**src/rtl/keylock_pkg.sv**
```systemverilog
package keylock_pkg;

    localparam int KEY_W   = 4;
    localparam int DIGIT_W = 4;

    typedef logic [KEY_W-1:0]   key_t;
    typedef logic [DIGIT_W-1:0] digit_t;

    localparam key_t KEY_STAR = 4'd10;
    localparam key_t KEY_HASH = 4'd11;
    localparam key_t KEY_LAST_DIGIT = 4'd9;

    // classified key event
    typedef enum logic [1:0] {
        KEV_NONE,
        KEV_DIGIT,
        KEV_STAR,
        KEV_HASH
    } kev_e;

    // controller state
    typedef enum logic [1:0] {
        ST_IDLE,
        ST_ENTRY,
        ST_OPEN,
        ST_CAPTURE
    } lock_st_e;

endpackage

```
**src/rtl/keylock_key_decode.sv**
```systemverilog
module keylock_key_decode
    import keylock_pkg::*;
(
    input  logic   key_valid,
    input  key_t   key_code,
    output kev_e   ev,
    output digit_t digit
);

    always_comb begin
        ev    = KEV_NONE;
        digit = digit_t'(key_code);
        if (key_valid) begin
            if (key_code <= KEY_LAST_DIGIT) begin
                ev = KEV_DIGIT;
            end else if (key_code == KEY_STAR) begin
                ev = KEV_STAR;
            end else if (key_code == KEY_HASH) begin
                ev = KEV_HASH;
            end
        end
    end

endmodule

```
**src/rtl/keylock_digit_buf.sv**
```systemverilog
module keylock_digit_buf
    import keylock_pkg::*;
#(
    parameter int MAX_LEN = 5,
    parameter int CNT_W   = $clog2(MAX_LEN + 1)
) (
    input  logic                            clk,
    input  logic                            rst_n,
    input  logic                            clear,
    input  logic                            push,
    input  digit_t                          din,
    output logic [MAX_LEN-1:0][DIGIT_W-1:0] digits,
    output logic [CNT_W-1:0]                count,
    output logic                            full
);

    typedef struct packed {
        logic [MAX_LEN-1:0][DIGIT_W-1:0] dig;
        logic [CNT_W-1:0]                cnt;
    } buf_t;

    buf_t r_q, r_d;

    assign full   = (r_q.cnt == CNT_W'(MAX_LEN));
    assign digits = r_q.dig;
    assign count  = r_q.cnt;

    always_comb begin
        r_d = r_q;
        if (clear) begin
            r_d.cnt = '0;
        end else if (push && !full) begin
            for (int i = 0; i < MAX_LEN; i++) begin
                if (r_q.cnt == CNT_W'(i)) begin
                    r_d.dig[i] = din;
                end
            end
            r_d.cnt = r_q.cnt + 1'b1;
        end
    end

    always_ff @(posedge clk or negedge rst_n) begin
        if (!rst_n) begin
            r_q <= '0;
        end else begin
            r_q <= r_d;
        end
    end

endmodule

```
**src/rtl/keylock_cmp.sv**
```systemverilog
module keylock_cmp
    import keylock_pkg::*;
#(
    parameter int CODE_LEN = 4,
    parameter int CNT_W    = 3,
    parameter logic [(CODE_LEN+1)*DIGIT_W-1:0] MASTER_CODE = 20'h23455
) (
    input  logic [CODE_LEN:0][DIGIT_W-1:0]   entered,
    input  logic [CNT_W-1:0]                 count,
    input  logic [CODE_LEN-1:0][DIGIT_W-1:0] stored,
    output logic                             user_hit,
    output logic                             master_hit
);

    logic [CODE_LEN-1:0] user_eq;
    logic [CODE_LEN:0]   master_eq;

    // per-digit equality against the stored code
    for (genvar i = 0; i < CODE_LEN; i++) begin : g_user
        assign user_eq[i] = (entered[i] == stored[i]);
    end

    // per-digit equality against the fixed master sequence (first digit in top nibble)
    for (genvar i = 0; i <= CODE_LEN; i++) begin : g_master
        assign master_eq[i] = (entered[i] == MASTER_CODE[(CODE_LEN-i)*DIGIT_W +: DIGIT_W]);
    end

    assign user_hit   = (&user_eq)   && (count == CNT_W'(CODE_LEN));
    assign master_hit = (&master_eq) && (count == CNT_W'(CODE_LEN + 1));

endmodule

```
**src/rtl/keylock_hold_timer.sv**
```systemverilog
module keylock_hold_timer #(
    parameter int HOLD = 16,
    parameter int TW   = $clog2(HOLD + 1)
) (
    input  logic clk,
    input  logic rst_n,
    input  logic load,
    output logic active,
    output logic last
);

    logic [TW-1:0] cnt_q, cnt_d;

    always_comb begin
        cnt_d = cnt_q;
        if (load) begin
            cnt_d = TW'(HOLD);
        end else if (cnt_q != '0) begin
            cnt_d = cnt_q - 1'b1;
        end
    end

    always_ff @(posedge clk or negedge rst_n) begin
        if (!rst_n) begin
            cnt_q <= '0;
        end else begin
            cnt_q <= cnt_d;
        end
    end

    assign active = (cnt_q != '0);
    assign last   = (cnt_q == TW'(1));

endmodule

```
**src/rtl/keylock_ctrl.sv**
```systemverilog
module keylock_ctrl
    import keylock_pkg::*;
#(
    parameter int CODE_LEN      = 4,
    parameter int UNLOCK_CYCLES = 16,
    parameter logic [CODE_LEN*DIGIT_W-1:0]     DEFAULT_CODE = 16'h2345,
    parameter logic [(CODE_LEN+1)*DIGIT_W-1:0] MASTER_CODE  = 20'h23455
) (
    input  logic       clk,
    input  logic       rst_n,
    input  logic       key_valid,
    input  logic [3:0] key_code,
    output logic       unlock,
    output logic       granted,
    output logic       denied,
    output logic       code_updated
);

    localparam int MAX_LEN = CODE_LEN + 1;
    localparam int CNT_W   = $clog2(MAX_LEN + 1);

    typedef logic [CODE_LEN-1:0][DIGIT_W-1:0] code_t;

    // default code parameter holds the first digit in its top nibble
    function automatic code_t reset_code();
        code_t c;
        for (int i = 0; i < CODE_LEN; i++) begin
            c[i] = DEFAULT_CODE[(CODE_LEN-1-i)*DIGIT_W +: DIGIT_W];
        end
        return c;
    endfunction

    localparam code_t RESET_CODE = reset_code();

    typedef struct packed {
        lock_st_e st;
        code_t    code;
        logic     granted;
        logic     denied;
        logic     updated;
    } ctrl_t;

    ctrl_t r_q, r_d;

    kev_e                            ev;
    digit_t                          ev_digit;
    logic                            buf_clear, buf_push, buf_full;
    logic [MAX_LEN-1:0][DIGIT_W-1:0] buf_digits;
    logic [CNT_W-1:0]                buf_count;
    logic                            user_hit, master_hit;
    logic                            tmr_load, tmr_active, tmr_last;
    code_t                           fresh_code;

    keylock_key_decode u_dec (
        .key_valid (key_valid),
        .key_code  (key_code),
        .ev        (ev),
        .digit     (ev_digit)
    );

    keylock_digit_buf #(
        .MAX_LEN (MAX_LEN),
        .CNT_W   (CNT_W)
    ) u_buf (
        .clk    (clk),
        .rst_n  (rst_n),
        .clear  (buf_clear),
        .push   (buf_push),
        .din    (ev_digit),
        .digits (buf_digits),
        .count  (buf_count),
        .full   (buf_full)
    );

    keylock_cmp #(
        .CODE_LEN    (CODE_LEN),
        .CNT_W       (CNT_W),
        .MASTER_CODE (MASTER_CODE)
    ) u_cmp (
        .entered    (buf_digits),
        .count      (buf_count),
        .stored     (r_q.code),
        .user_hit   (user_hit),
        .master_hit (master_hit)
    );

    keylock_hold_timer #(
        .HOLD (UNLOCK_CYCLES)
    ) u_tmr (
        .clk    (clk),
        .rst_n  (rst_n),
        .load   (tmr_load),
        .active (tmr_active),
        .last   (tmr_last)
    );

    // new code: digits already buffered plus the digit arriving now as the last one
    always_comb begin
        for (int i = 0; i < CODE_LEN; i++) begin
            fresh_code[i] = (i == CODE_LEN - 1) ? ev_digit : buf_digits[i];
        end
    end

    always_comb begin
        r_d         = r_q;
        r_d.granted = 1'b0;
        r_d.denied  = 1'b0;
        r_d.updated = 1'b0;
        buf_clear   = 1'b0;
        buf_push    = 1'b0;
        tmr_load    = 1'b0;

        unique case (r_q.st)
            ST_IDLE: begin
                if (ev == KEV_STAR) begin
                    r_d.st    = ST_ENTRY;
                    buf_clear = 1'b1;
                end else if (ev == KEV_DIGIT || ev == KEV_HASH) begin
                    r_d.denied = 1'b1;
                end
            end

            ST_ENTRY: begin
                if (ev == KEV_STAR) begin
                    buf_clear = 1'b1;
                end else if (ev == KEV_DIGIT) begin
                    if (buf_full) begin
                        r_d.st     = ST_IDLE;
                        r_d.denied = 1'b1;
                        buf_clear  = 1'b1;
                    end else begin
                        buf_push = 1'b1;
                    end
                end else if (ev == KEV_HASH) begin
                    buf_clear = 1'b1;
                    if (user_hit) begin
                        r_d.st      = ST_OPEN;
                        r_d.granted = 1'b1;
                        tmr_load    = 1'b1;
                    end else if (master_hit) begin
                        r_d.st = ST_CAPTURE;
                    end else begin
                        r_d.st     = ST_IDLE;
                        r_d.denied = 1'b1;
                    end
                end
            end

            ST_OPEN: begin
                if (tmr_last) begin
                    r_d.st = ST_IDLE;
                end
            end

            ST_CAPTURE: begin
                if (ev == KEV_DIGIT) begin
                    if (buf_count == CNT_W'(CODE_LEN - 1)) begin
                        r_d.code    = fresh_code;
                        r_d.updated = 1'b1;
                        r_d.st      = ST_IDLE;
                        buf_clear   = 1'b1;
                    end else begin
                        buf_push = 1'b1;
                    end
                end else if (ev == KEV_STAR || ev == KEV_HASH) begin
                    r_d.st     = ST_IDLE;
                    r_d.denied = 1'b1;
                    buf_clear  = 1'b1;
                end
            end

            default: begin
                r_d.st = ST_IDLE;
            end
        endcase
    end

    always_ff @(posedge clk or negedge rst_n) begin
        if (!rst_n) begin
            r_q.st      <= ST_IDLE;
            r_q.code    <= RESET_CODE;
            r_q.granted <= 1'b0;
            r_q.denied  <= 1'b0;
            r_q.updated <= 1'b0;
        end else begin
            r_q <= r_d;
        end
    end

    assign unlock       = tmr_active;
    assign granted      = r_q.granted;
    assign denied       = r_q.denied;
    assign code_updated = r_q.updated;

endmodule

```
**config.mk**
```make
export PLATFORM = sky130hd
export DESIGN_NAME = keylock_ctrl
export DESIGN_NICKNAME = d
export VERILOG_FILES = /design/src/rtl/keylock_pkg.sv /design/src/rtl/keylock_key_decode.sv /design/src/rtl/keylock_digit_buf.sv /design/src/rtl/keylock_cmp.sv /design/src/rtl/keylock_hold_timer.sv /design/src/rtl/keylock_ctrl.sv
export SDC_FILE = /design/constraint.sdc
export NUM_CORES = 1
export LEC_CHECK = 0
export ABC_AREA = 1
export BUFFER_PORTS_ARGS = -buffer_cell sky130_fd_sc_hd__buf_4
export CORE_MARGIN = 2
export CORE_UTILIZATION = 30
export DETAILED_ROUTE_END_ITERATION = 8
export GPL_ROUTABILITY_DRIVEN = 0
export PLACE_DENSITY = 0.55
export SETUP_SLACK_MARGIN = 0.1
export SYNTH_ARGS = -nofsm -noshare
export SYNTH_HDL_FRONTEND = slang
export SYNTH_HIERARCHICAL = 1
export SYNTH_SLANG_ARGS = --single-unit
export TNS_END_PERCENT = 30
```
**constraint.sdc**
```tcl
create_clock -name clk -period 4.4 [get_ports clk]
set_input_delay 0 -clock clk [delete_from_list [all_inputs] [get_ports clk]]
set_output_delay 0 -clock clk [all_outputs]
set_load 0.005 [all_outputs]
```
Yosys cells after proc, flatten, opt, wreduce, memory -nomap -nowiden
Cells that the tools add are included.
Widths: inputs -> output; s select.
Word-level totals
  register bits after elaboration: 49
  logic and storage cells: 122
Operators by class
  $add $sub $neg: 2
  $lt $le $gt $ge: 1
  eq/ne operators: 30
  mux-type cells: 53
  bitwise gates (word level): 1
  reduce and logical (&&, ||, !) cells: 20
Operators by type and width (count)
  $mux 2: 16
  $mux 1: 28
  $mux 18: 1
  $reduce_and 3->1: 6
  $eq 4x4->1: 4
  $eq 4x3->1 const B: 3
  $mux 5: 2
  $ne 3x3->1 const B: 3
  $eq 2x2->1 const B: 4
  $eq 4x2->1 const B: 2
  $eq 4x4->1 const B: 2
  $pmux 2 s4: 1
  $reduce_and 7->1: 1
  $eq 3x2->1 const B: 2
  $eq 3x3->1 const B: 2
  $mux 3: 2
  $ne 2x2->1 const B: 3
  $pmux 1 s3: 2
  $eq 5x1->1 const B: 1
  $reduce_and 5->1: 1
  $reduce_bool 5->1: 1
  $sub 5x1->5 const B: 1
  $eq 2x1->1 const B: 2
  $le 4x4->1 const B: 1
  other kinds (12): 16

Logic depth before layout (Yosys ltp)
Gate-level depths: netlist of the first run.
  depth after elaboration: 12
  mapped depth: 14
  mapped depth without buffers: 14

Cells and area by module
Netlist of the first run, hierarchy kept.
Modules (own cells, without submodules)
  keylock_digit_buf: instances 1, cells each 120, area an instance 1074.8 um2
  keylock_ctrl: instances 1, cells each 128, area an instance 1012.2 um2
  keylock_cmp: instances 1, cells each 93, area an instance 392.9 um2
  keylock_hold_timer: instances 1, cells each 34, area an instance 284.0 um2
  keylock_key_decode: instances 1, cells each 12, area an instance 66.3 um2

Worst setup path before layout of the first run
OpenSTA, ideal clock, no wires.
  path type: reg2reg
  start: register u_buf.r_q (netlist bit u_buf/count[1])
  end: register u_buf.r_q (netlist bit u_buf/digits[11])
  arrival: 1.707 ns
  required time: 4.279 ns
  slack: 2.572 ns
  stages on the path, launching flop included: 12
  cell sequence: dfrtp_1 -> inv_1 -> ha_1 -> nand2_2 -> inv_1 -> a21oi_1 -> o221ai_1 -> inv_1 -> nand3_4 -> buf_6 -> o21bai_1 -> nand2_1
On the way
  longest elaborated chain between the ends: 7
  elaborated cells on any way between the ends: 19
  classes of those cells: eq/ne (3); mux (12); bitwise (1); reduce/logical (3)
RTL lines
  start: declaration: RTL line keylock_digit_buf.sv:22  | buf_t r_q, r_d;
  start signal: assignment: RTL line keylock_digit_buf.sv:46  | r_q <= r_d;
  $eq 3x3->1: RTL line keylock_digit_buf.sv:24  | assign full = (r_q.cnt == CNT_W'(MAX_LEN));
  named net buf_full: RTL line keylock_ctrl.sv:47  | logic buf_clear, buf_push, buf_full;
  $mux 1: RTL line keylock_ctrl.sv:127  | if (buf_full) begin
  $mux 1: RTL line keylock_ctrl.sv:126  | end else if (ev == KEV_DIGIT) begin
  $mux 1: RTL line keylock_ctrl.sv:124  | if (ev == KEV_STAR) begin
  $pmux 1 s3: RTL line keylock_ctrl.sv:113  | unique case (r_q.st)
  named net buf_clear: RTL line keylock_ctrl.sv:47
  $not 1->1 (no line)
  $reduce_and 3->1 (no line)
The timed path passes the listed nets, and every way through them passes these cells.
A chain may end at the register's enable or synchronous reset.

Final worst setup path of the first run
  start: input key_code[1]
  end: register u_buf.r_q (netlist bit u_buf/digits[2])
On the way
  elaborated cells on any way between the ends: 25
  classes of those cells: order compare (1); eq/ne (5); mux (15); bitwise (1); reduce/logical (3)
RTL lines
  start: declaration: RTL line keylock_ctrl.sv:12  | input logic [3:0] key_code,
  $eq 4x4->1: RTL line keylock_key_decode.sv:18  | end else if (key_code == KEY_HASH) begin
  $mux 2: RTL line keylock_key_decode.sv:18
  $mux 2: RTL line keylock_key_decode.sv:16  | end else if (key_code == KEY_STAR) begin
  $mux 2 (*): RTL line keylock_key_decode.sv:14  | if (key_code <= KEY_LAST_DIGIT) begin
  $mux 2 (*): RTL line keylock_key_decode.sv:13  | if (key_valid) begin
  named net ev[0]: RTL line keylock_ctrl.sv:45  | kev_e ev;
  $eq 2x1->1: RTL line keylock_ctrl.sv:126, keylock_ctrl.sv:156
  $mux 1: RTL line keylock_ctrl.sv:126
  $mux 1: RTL line keylock_ctrl.sv:124
  $pmux 1 s2 (*): RTL line keylock_ctrl.sv:113
  named net buf_push: RTL line keylock_ctrl.sv:47
  $logic_and 1x1->1 (*): RTL line keylock_digit_buf.sv:32  | end else if (push && !full) begin
  $reduce_and 3->1 (no line) (*)
Mark *: on every way through the listed nets, which the timed path passes. The rest lies on a longest branch.

==> results of run 1 <==
==> flip-flops by register name (all words and copies together) (netlist names) <==
register,count
r_q,18
u_tmr/cnt_q,5
u_buf/digits,20
code_updated,1
denied,1
granted,1
u_buf/count,3
==> Yosys cell counts, drive strengths merged <==
library cell  count  area (um^2)
a21oi             3         18.8
a31oi             1         6.26
buf               7         63.8
dfrtp            43         1080
dfstp             6          158
ha                7         87.6
inv              73          279
nand2           149          574
nand3            21          123
nand3b            2         15.0
nand4             5         31.3
nor2             25          111
nor3              2         10.0
nor3b             1         12.5
nor4              2         12.5
o211ai            1         7.51
o21ai            21          105
o21bai           13         97.6
o221ai            1         8.76
or2               1         6.26
xnor2             1         8.76
xor2              2         17.5
==> per-layer routing <==
metal  track usage  wire length, um  share of wire
met3        0.0207              124          0.021
met1         0.184             3140           0.52
met5             0                0              0
met4        0.0385               87          0.015
met2         0.211             2640           0.44
==> final cells by class <==
class / instances / area (um^2) / share of cell area
multi-input cells: 258 / 1250 / 0.403
flip-flops and latches: 49 / 1230 / 0.396
inverters: 73 / 279 / 0.0897
well taps: 111 / 139 / 0.0446
repair buffers: 15 / 125 / 0.0402
clock buffers: 7 / 76.3 / 0.0245
clock inverters: 1 / 5.00 / 0.00161
==> cells by family after synthesis <==
group / Yosys count / share of synthesized area
and+or+nand+nor: 208 / 0.317
xor gates and xnor gates: 3 / 0.00929
AOI/OAI and AO/OA: 40 / 0.0862
buffers and inverters: 80 / 0.121
DFF: 49 / 0.436
adders and majority gates: 7 / 0.0309
==> power groups by stage <==
stage	logic, W	registers, W	clock network [W]
final	0.000417	0.000671	0.000258
after global routing	0.000502	0.000692	0.000292
after CTS	0.000419	0.000673	0.000271
after detailed placement	0.000414	0.000682	0
after global placement	0.000416	0.000679	0
after floorplan	0.000332	0.000637	0
==> worst reg2reg max path: stages (launching register included) <==
cell and delay (ns):
sky130_fd_sc_hd__dfrtp_1 0.50, sky130_fd_sc_hd__inv_1 0.11, sky130_fd_sc_hd__ha_1 0.22, sky130_fd_sc_hd__nand2_2 0.12, sky130_fd_sc_hd__inv_1 0.08, sky130_fd_sc_hd__a21oi_1 0.15
sky130_fd_sc_hd__o221ai_1 0.16, sky130_fd_sc_hd__inv_1 0.16, sky130_fd_sc_hd__nand3_4 0.21, sky130_fd_sc_hd__nor2_1 0.27, sky130_fd_sc_hd__nand2_1 0.08, sky130_fd_sc_hd__nand2_1 0.07
==> per-stage QoR <==
| step | hold slack [ns] | setup slack (ns) |
|---|---|---|
| floorplan | -0.296 | 2.57 |
| global placement | 0.0784 | 2.27 |
| detailed placement | 0.0773 | 2.25 |
| CTS | 0.124 | 2.22 |
| global route | 0.143 | 1.93 |
| finish | 0.148 | 2.20 |
==> final timing paths <==
path	from	end	cells after the start
worst max register to register	u_buf/count[1]	u_buf/digits[2]	11
worst min register to register	r_q[17]	r_q[17]	2
max in group asynchronous	rst_n	u_buf/count[0]	2
min in group asynchronous	rst_n	u_tmr/cnt_q[3]	2
worst min-delay path	key_valid	granted	5
worst max-delay path	key_code[1]	u_buf/digits[2]	13
==> results.sh, run 1 <==
export IMPL_cells_traversed_along_the_worst_timing_path="dlygate4sd3_1, buf_4, nand2_1, nand2_1, a21oi_2, inv_1, nor2_1, nand3_1, nand2_1, nand3_4, nor2_1, nand2_1, nand2_1"
export IMPL_cp_arrival_ns=2.45
export IMPL_max_vdd_ir_drop_mv=0.266
export IMPL_cpMaxStageDelayCell="sky130_fd_sc_hd__dlygate4sd3_1"
export IMPL_layoutNonFillerInstCount=514
export IMPL_max_stage_delay_ns=0.55
export IMPL_worst_slew_pin_slew_ns=0.639
export IMPL_maximum_number_of_pins_on_one_net_before_global_route_repair=50
export IMPL_post_cts_setup_buffer_count=0
export IMPL_routed_wirelength_um=5990
export IMPL_finalNetCount=416
export IMPL_place_detailed_hpwl_um=4230
export IMPL_finalSetupTns_ns=0
export IMPL_max_freq_ghz=0.454
export IMPL_numPlacedInstances=501
export IMPL_diodes=0
export IMPL_grt_first_pass_wirelength_um=10700
export IMPL_required_ns=4.64
export IMPL_postLayoutCoreUtil=0.338
export IMPL_die_area_um2=10200
export IMPL_floorplan_rows=35
export IMPL_tritoncts_clock_tree="built"
export IMPL_synth_avg_cell_area_um2=7.31
export IMPL_antenna_found_initial=0
export IMPL_ios=11
export IMPL_synthesis_nets=401
export IMPL_ctsResizeCount=0
export IMPL_ctsHoldBuffers=5
export IMPL_layout_min_cycle_time_ns=2.20
export IMPL_htree_num_levels=2
export IMPL_post_synth_instance_area_um2=2830
export IMPL_ys_seq_area_frac=0.436
export IMPL_rsz0062_at_grt="no"
export IMPL_post_route_cells_drive_above_1_share=0.0918
export IMPL_p_sw_w=0.000528
export IMPL_start_util=0.308
export IMPL_relSlewSlack=0.574
export IMPL_placement_cell_area_um2=2980
export IMPL_detail_route_first_pass_iterations=4
export IMPL_worstPathBufferInverterCount=3
export IMPL_worstSetupEndpointType="flop"
export IMPL_min_path_type="input pin to flop"
export IMPL_power_static_leakage_nw=1.64
export IMPL_maxCapViolCount=0
export IMPL_slew_viol_final=0
export IMPL_ys_warnings_count=6
export IMPL_cts_root_buf="sky130_fd_sc_hd__clkbuf_8"
export IMPL_power_share_sequential=0.499
export IMPL_r2r_slack_ns=2.22
export IMPL_worstPathMaxFanout=18
export IMPL_fp_dieW_um=101
export IMPL_wire_per_inst_um=11.6
export IMPL_core_box_area_um2=9200
export IMPL_syn2layout_area_growth_pct=9.95
export IMPL_path_delay_family="simple AND/OR/NAND/NOR gates"
export IMPL_outcome="finished, final reports clean"
export IMPL_finalClockSkew_ns=0.00407
export IMPL_grt_pass1_vias=2280
export IMPL_mostFrequentLayoutCell="sky130_fd_sc_hd__nand2_1"
export IMPL_highest_count_cells_in_the_layout_ignoring_fill_and_taps="sky130_fd_sc_hd__nand2_1 (145), sky130_fd_sc_hd__inv_1 (70), sky130_fd_sc_hd__dfrtp_1 (43)"
export IMPL_drt_vias_per_instance=4.44
export IMPL_pwr_density_cell_nw_per_um2=433
export IMPL_drt_antenna_violating_nets=0
export IMPL_finalPower_w=0.00135
export IMPL_final_critical_path_share_of_the_clock_period=0.501
export IMPL_drcViolationCount=0
export IMPL_layout_filler_cells=998
export IMPL_internal_power_w=0.000819
export IMPL_crit_top_cell="sky130_fd_sc_hd__nand2_1"
export IMPL_grt_ovfl_total=0
export IMPL_numCtsBuffers=5
export IMPL_netSwitchingFraction=0.392
export IMPL_clock_sinks=49
export IMPL_synth_distinct_cells=34
export IMPL_hold_viol=0
export IMPL_post_synth_inst_count=387
export IMPL_cts_max_path_buffers=2
export IMPL_worst_setup_path_start_kind="input pin"
export IMPL_comb_power_share=0.310
export IMPL_clk_pin_slew_worst_paths_ns=0.09
export IMPL_finalSetupViolations=0
export IMPL_via_count=2280
export IMPL_p_clk_frac=0.192
export IMPL_clkLatencyLatePin_ns=0.30
export IMPL_yosys_register_bits=49
export IMPL_detail_route_iter0_violations=150
export IMPL_die_height_um=101
export IMPL_track_usage=0.131
export IMPL_worstSetupPathType="input pin to flop"
export IMPL_post_route_cell_area_um2=3110
export IMPL_count_of_buffers_from_port_buffering=10
Note: power is estimated with default switching activity, not from simulation.
==> run 2: changes to the inputs <==
--- a/config.mk
+++ b/config.mk
@@ -11,7 +11,7 @@
 export CORE_UTILIZATION = 30
 export DETAILED_ROUTE_END_ITERATION = 8
 export GPL_ROUTABILITY_DRIVEN = 0
-export PLACE_DENSITY = 0.55
+export PLACE_DENSITY = 0.56
 export SETUP_SLACK_MARGIN = 0.1
 export SYNTH_ARGS = -nofsm -noshare
 export SYNTH_HDL_FRONTEND = slang
==> constraint.sdc (replaced) <==
create_clock -name clk -period 1.8 [get_ports clk]
set_input_delay 0 -clock clk [delete_from_list [all_inputs] [get_ports clk]]
set_output_delay 0 -clock clk [all_outputs]
set_load 0.005 [all_outputs]
==> run 2 against run 1 <==
Die area is the same. Design area grew 15%. Clock skew grew 0.010 ns. Non-clock buffer count grew 46. Utilization grew 5.2 points. Sequential share of layout area shrank 5.2 points. Count of clock-buffer cells in the layout shrank 2. First-iteration DRC count shrank 20%. Critical endpoint is now u_tmr/cnt_q[3]. Sequential cell count is the same. Sequential power grew 130%.
==> results.sh, run 2 (synthesis results as in run 1) <==
export IMPL_tritoncts_clock_tree="built"
export IMPL_cells_traversed_along_the_worst_timing_path="buf_6, nor3b_2, nand2_1, nor2_1, nand3_1, nor2_2, inv_2, nor3_4, inv_2, nand2_1, o21bai_1, nand2_1"
export IMPL_layout_min_cycle_time_ns=1.71
export IMPL_comb_power_share=0.410
export IMPL_slew_viol_final=0
export IMPL_core_box_area_um2=9200
export IMPL_worst_slew_pin_slew_ns=0.633
export IMPL_largest_register_ff_count=20
export IMPL_fp_dieW_um=101
export IMPL_mostFrequentLayoutCell="sky130_fd_sc_hd__nand2_1"
export IMPL_post_route_cells_drive_above_1_share=0.238
export IMPL_min_path_type="input pin to flop"
export IMPL_drt_vias_per_instance=4.50
export IMPL_netSwitchingFraction=0.370
export IMPL_pwr_density_cell_nw_per_um2=1120
export IMPL_drt_antenna_violating_nets=0
export IMPL_via_count=2519
export IMPL_required_ns=2.02
export IMPL_max_stage_delay_ns=0.44
export IMPL_diodes=0
export IMPL_grt_first_pass_wirelength_um=11800
export IMPL_wire_per_inst_um=12.0
export IMPL_worst_setup_path_start_kind="flop"
export IMPL_ios=11
export IMPL_clk_pin_slew_worst_paths_ns=0.10
export IMPL_floorplan_rows=35
export IMPL_finalSetupViolations=0
export IMPL_clock_sinks=49
export IMPL_worstPathBufferInverterCount=3
export IMPL_syn2layout_area_growth_pct=26.8
export IMPL_cts_max_path_buffers=2
export IMPL_track_usage=0.146
export IMPL_p_clk_frac=0.208
export IMPL_clkLatencyLatePin_ns=0.32
export IMPL_internal_power_w=0.00252
export IMPL_cpMaxStageDelayCell="sky130_fd_sc_hd__dfrtp_2"
export IMPL_power_static_leakage_nw=1.91
export IMPL_numCtsBuffers=5
export IMPL_die_height_um=101
export IMPL_die_area_um2=10200
export IMPL_count_of_buffers_from_port_buffering=10
export IMPL_detail_route_first_pass_iterations=4
export IMPL_htree_num_levels=2
export IMPL_postLayoutCoreUtil=0.390
export IMPL_pre_cts_slack_ns=-0.115
export IMPL_p_sw_w=0.00148
export IMPL_detail_route_iter0_violations=120
export IMPL_cts_root_buf="sky130_fd_sc_hd__clkbuf_8"
export IMPL_worst_slack_ns=0.0872
export IMPL_final_critical_path_share_of_the_clock_period=0.952
export IMPL_finalNetCount=462
export IMPL_cp_arrival_ns=1.93
export IMPL_highest_count_cells_in_the_layout_ignoring_fill_and_taps="sky130_fd_sc_hd__nand2_1 (144), sky130_fd_sc_hd__inv_1 (65), sky130_fd_sc_hd__buf_4 (53)"
export IMPL_worstSetupEndpointType="flop"
export IMPL_crit_top_cell="sky130_fd_sc_hd__nand2_1"
export IMPL_grt_pass1_vias=2473
export IMPL_maxCapViolCount=0
export IMPL_power_share_sequential=0.382
export IMPL_layout_filler_cells=942
export IMPL_rsz0062_at_grt="yes"
export IMPL_routed_wirelength_um=6730
export IMPL_drcViolationCount=0
export IMPL_ff_latch_area_um2=1240
export IMPL_antenna_found_initial=0
export IMPL_worstSetupPathType="flop to flop"
export IMPL_path_delay_family="simple AND/OR/NAND/NOR gates"
export IMPL_multi_input_comb_area_um2=1320
export IMPL_outcome="finished, final reports clean"
export IMPL_relSlewSlack=0.578
export IMPL_maximum_number_of_pins_on_one_net_before_global_route_repair=50
export IMPL_start_util=0.308
export IMPL_worstPathMaxFanout=7
export IMPL_grt_ovfl_total=0
export IMPL_place_detailed_hpwl_um=4780
export IMPL_finalPower_w=0.00401
export IMPL_max_vdd_ir_drop_mv=0.476
export IMPL_hold_viol=0
export IMPL_finalClockSkew_ns=0.0144
export IMPL_max_freq_ghz=0.584
[run 2: repair_timing]
action,in CTS,in global routing
endpoints found under the setup margin,25,32
setup buffers,9,0
hold buffers,2,0
pin swaps,6,6
hold endpoints to repair,47,0
resized for setup,14,11
[run 2: path summary, 6_finish.rpt]
check | start | to | slack, ns | depth (start not counted)
max in group asynchronous | rst_n | u_buf/count[1] | 1.10 | 2
hold reg to reg | u_tmr/cnt_q[4] | u_tmr/cnt_q[4] | 0.48 | 2
setup / recovery | u_buf/count[1] | u_tmr/cnt_q[3] | 0.09 | 12
min in group asynchronous | rst_n | u_tmr/cnt_q[0] | 0.24 | 2
hold / removal | key_code[3] | u_buf/digits[7] | 0.008 | 3
setup reg to reg | u_buf/count[1] | u_tmr/cnt_q[3] | 0.09 | 12
[run 2: layout make-up]
| cell class | count | share of cell area |
|---|---|---|
| tap | 111 | 0.0387 |
| clock buffer | 5 | 0.0192 |
| sequential | 49 | 0.344 |
| inverter | 73 | 0.0784 |
| multi-input combinational | 258 | 0.369 |
| timing repair buffer | 61 | 0.138 |
| clock inverter | 3 | 0.0129 |
[run 2: tightest hold or removal path, delay by kind of cell]
kind	cells	cell delay (ns)
buf+inv	2	0.20
compound gates	1	0.09
[run 2: per-stage QoR]
| step | instance area [um^2] | hold WS, ns | setup TNS, ns | std cells |
|---|---|---|---|---|
| final | 3590 | 0.00835 | 0 | 560 |
| after global routing | 3590 | 0.0193 | -0.788 | 560 |
| after CTS | 3560 | 0.00498 | 0 | 560 |
| after detailed placement | 3310 | 0.0784 | -0.330 | 541 |
| after global placement | 3310 | 0.0721 | -0.125 | 541 |
| after floorplan | 2850 | -0.296 | 0 | 387 |
[run 2: power by group through the flow]
stage | registers (W) | clock network [W] | logic (W)
6_report | 0.00153 | 0.000836 | 0.00164
5_1_grt | 0.00157 | 0.000894 | 0.00188
3_3_place_gp | 0.00155 | 0 | 0.00151
4_1_cts | 0.00153 | 0.000870 | 0.00163
2_1_floorplan | 0.00157 | 0 | 0.000836
3_5_place_dp | 0.00155 | 0 | 0.00153
[run 2: metal layers]
| metal | share of wire | vias to the layer above | routed length, um | track usage |
|---|---|---|---|---|
| met5 | 0 | - | 0 | 0 |
| met4 | 0.020 | 0 | 136 | 0.0478 |
| met3 | 0.030 | 10 | 199 | 0.0255 |
| met2 | 0.47 | 32 | 3130 | 0.238 |
| met1 | 0.48 | 1182 | 3260 | 0.196 |
| li1 | - | 1295 | - | - |
==> run 3: changes to the inputs <==
--- a/config.mk
+++ b/config.mk
@@ -7,14 +7,16 @@
 export LEC_CHECK = 0
 export ABC_AREA = 1
 export BUFFER_PORTS_ARGS = -buffer_cell sky130_fd_sc_hd__buf_4
+export CELL_PAD_IN_SITES_DETAIL_PLACEMENT = 0
+export CELL_PAD_IN_SITES_GLOBAL_PLACEMENT = 1
 export CORE_MARGIN = 2
 export CORE_UTILIZATION = 30
 export DETAILED_ROUTE_END_ITERATION = 8
 export GPL_ROUTABILITY_DRIVEN = 0
-export PLACE_DENSITY = 0.56
+export PLACE_DENSITY = 0.68
 export SETUP_SLACK_MARGIN = 0.1
 export SYNTH_ARGS = -nofsm -noshare
 export SYNTH_HDL_FRONTEND = slang
 export SYNTH_HIERARCHICAL = 1
 export SYNTH_SLANG_ARGS = --single-unit
-export TNS_END_PERCENT = 30
+export TNS_END_PERCENT = 100
==> run 3 against run 2 <==
Global-route usage increased by 0.49 points. Count of clock-buffer cells in the layout increased by 1. Power increased by 3.9%. Die area unchanged. Critical endpoint is now u_buf/digits[17]. Largest cell class unchanged.
==> results.sh, run 3 (synthesis results as in run 1) <==
export IMPL_track_usage=0.150
export IMPL_antenna_found_initial=0
export IMPL_finalClockSkew_ns=0.00915
export IMPL_layout_filler_cells=960
export IMPL_r2r_slack_ns=0.05
export IMPL_fp_dieW_um=101
export IMPL_outcome="finished, final reports clean"
export IMPL_maximum_number_of_pins_on_one_net_before_global_route_repair=50
export IMPL_finalNetCount=470
export IMPL_wire_per_inst_um=12.5
export IMPL_grt_first_pass_wirelength_um=12100
export IMPL_drt_vias_per_instance=4.53
export IMPL_min_delay_worst_endpoint="u_buf/digits[18]"
export IMPL_syn2layout_area_growth_pct=32.4
export IMPL_finalSetupViolations=0
export IMPL_die_height_um=101
export IMPL_rsz0062_at_grt="yes"
export IMPL_grt_ovfl_total=0
export IMPL_largest_register_ff_count=20
export IMPL_final_critical_path_share_of_the_clock_period=0.971
export IMPL_power_static_leakage_nw=1.97
export IMPL_grt_pass1_vias=2511
export IMPL_rr_worst_depth=10
export IMPL_drcViolationCount=0
export IMPL_min_path_type="input pin to flop"
export IMPL_detail_route_first_pass_iterations=4
export IMPL_worstPathMaxFanout=5
export IMPL_tritoncts_clock_tree="built"
export IMPL_layout_min_cycle_time_ns=1.75
export IMPL_required_ns=2.00
export IMPL_cts_root_buf="sky130_fd_sc_hd__clkbuf_8"
export IMPL_detail_route_iter0_violations=59
export IMPL_cp_arrival_ns=1.95
export IMPL_die_area_um2=10200
export IMPL_clk_pin_slew_worst_paths_ns=0.10
export IMPL_maxCapViolCount=0
export IMPL_routed_wirelength_um=7100
export IMPL_clkLatencyLatePin_ns=0.30
export IMPL_pre_cts_slack_ns=-0.215
export IMPL_htree_num_levels=2
export IMPL_count_of_buffers_from_port_buffering=10
export IMPL_hold_viol=0
export IMPL_hold_start="key_code[2]"
export IMPL_max_vdd_ir_drop_mv=0.492
export IMPL_clock_sinks=49
export IMPL_drt_antenna_violating_nets=0
export IMPL_max_freq_ghz=0.572
export IMPL_slew_viol_final=0
export IMPL_place_detailed_hpwl_um=4940
export IMPL_core_box_area_um2=9200
export IMPL_floorplan_rows=35
export IMPL_post_route_cells_drive_above_1_share=0.289
export IMPL_finalPower_w=0.00416
export IMPL_relSlewSlack=0.562
export IMPL_worstSetupPathType="flop to flop"
export IMPL_start_util=0.308
export IMPL_mostFrequentLayoutCell="sky130_fd_sc_hd__nand2_1"
export IMPL_numCtsBuffers=5
export IMPL_worstSetupEndpointType="flop"
export IMPL_postLayoutCoreUtil=0.407
export IMPL_pwr_density_cell_nw_per_um2=1110
export IMPL_via_count=2571
export IMPL_worst_setup_path_start_kind="flop"
export IMPL_min_path_cells=4
export IMPL_crit_reg2reg_launch="u_buf/count[0]"
export IMPL_cts_max_path_buffers=2
export IMPL_diodes=0
export IMPL_ios=11
export IMPL_highest_count_cells_in_the_layout_ignoring_fill_and_taps="sky130_fd_sc_hd__nand2_1 (137), sky130_fd_sc_hd__inv_1 (63), sky130_fd_sc_hd__buf_4 (56)"
export IMPL_worst_slack_ns=0.0517
export IMPL_critical_path_reg2reg_endpoint="u_buf/digits[17]"
export IMPL_worst_slew_pin_slew_ns=0.658
## run 3: changes by cell type in the layout (fill, tap and decap cells not counted), moves of 2 or more
cell and change:
sky130_fd_sc_hd__nor2_4 +3, sky130_fd_sc_hd__dlygate4sd3_1 +2, sky130_fd_sc_hd__nand2_4 +4, sky130_fd_sc_hd__o21ai_0 -8, sky130_fd_sc_hd__inv_1 -2, sky130_fd_sc_hd__inv_2 +2
sky130_fd_sc_hd__buf_4 +3, sky130_fd_sc_hd__nor2_1 -3, sky130_fd_sc_hd__o21ai_2 +7, sky130_fd_sc_hd__nand2_2 +3, sky130_fd_sc_hd__nand2_1 -7, sky130_fd_sc_hd__buf_6 +3
## run 3: final cells by class
type | instances | area [um^2] | area share
multi-input cells | 259 | 1430 | 0.382
flip-flops and latches | 49 | 1240 | 0.330
repair buffers | 68 | 551 | 0.147
inverters | 73 | 282 | 0.0752
well taps | 111 | 139 | 0.0371
clock buffers | 6 | 72.6 | 0.0194
clock inverters | 2 | 35.0 | 0.00935
## run 3: per-stage QoR
| step | setup TNS (ns) | instance area (um^2) | cells | hold WS [ns] |
|---|---|---|---|---|
| 6_report | 0 | 3750 | 568 | 0.0617 |
| 5_1_grt | -0.327 | 3750 | 568 | 0.0656 |
| 4_1_cts | -0.00996 | 3560 | 562 | 0.0568 |
| 3_5_place_dp | -0.840 | 3350 | 548 | 0.0815 |
| 3_3_place_gp | -0.241 | 3350 | 548 | 0.0810 |
| 2_1_floorplan | 0 | 2850 | 387 | -0.296 |
## run 3: what timing repair did
action | CTS | global route
pin swaps | 7 | 19
hold buffers | 4 | 0
endpoints found under the hold margin | 46 | 0
endpoints found under the setup margin | 24 | 32
gates cloned | 1 | 0
resized for setup | 15 | 49
setup buffers | 2 | 6
## run 3: how the worst max path moves through the flow
stage                               from                to  cells past startpoint
after global routing      u_buf/count[0]  u_buf/digits[17]                     10
after CTS                        r_q[13]    u_tmr/cnt_q[3]                     14
after global placement           r_q[13]    u_tmr/cnt_q[3]                     14
final                     u_buf/count[0]  u_buf/digits[17]                     10
after floorplan           u_buf/count[1]  u_buf/digits[16]                     11
after detailed placement         r_q[13]    u_tmr/cnt_q[3]                     14
## run 3: per-layer routing
layer	track usage	up-vias	routed length [um]
li1	-	1322	-
met1	0.215	1211	3620
met2	0.245	32	3280
met3	0.0207	6	117
met4	0.0312	0	75
met5	0	-	0
## run 3: where the power goes
part | switching, W | total [W] | internal, W | leakage [nW]
logic | 0.000985 | 0.00185 | 0.000868 | 1.31
clock network | 0.000373 | 0.000786 | 0.000413 | 0.0552
registers | 0.000194 | 0.00153 | 0.00133 | 0.609
## run 3: critical path, cell delays in order, from the launching register on
cell and delay (ns):
sky130_fd_sc_hd__dfrtp_2 0.45, sky130_fd_sc_hd__ha_4 0.18, sky130_fd_sc_hd__nand2_4 0.07, sky130_fd_sc_hd__inv_4 0.04, sky130_fd_sc_hd__a21oi_2 0.14, sky130_fd_sc_hd__o221ai_2 0.13, sky130_fd_sc_hd__inv_2 0.12, sky130_fd_sc_hd__nand3_4 0.15
sky130_fd_sc_hd__buf_6 0.17, sky130_fd_sc_hd__o21bai_1 0.14, sky130_fd_sc_hd__nand2_1 0.07
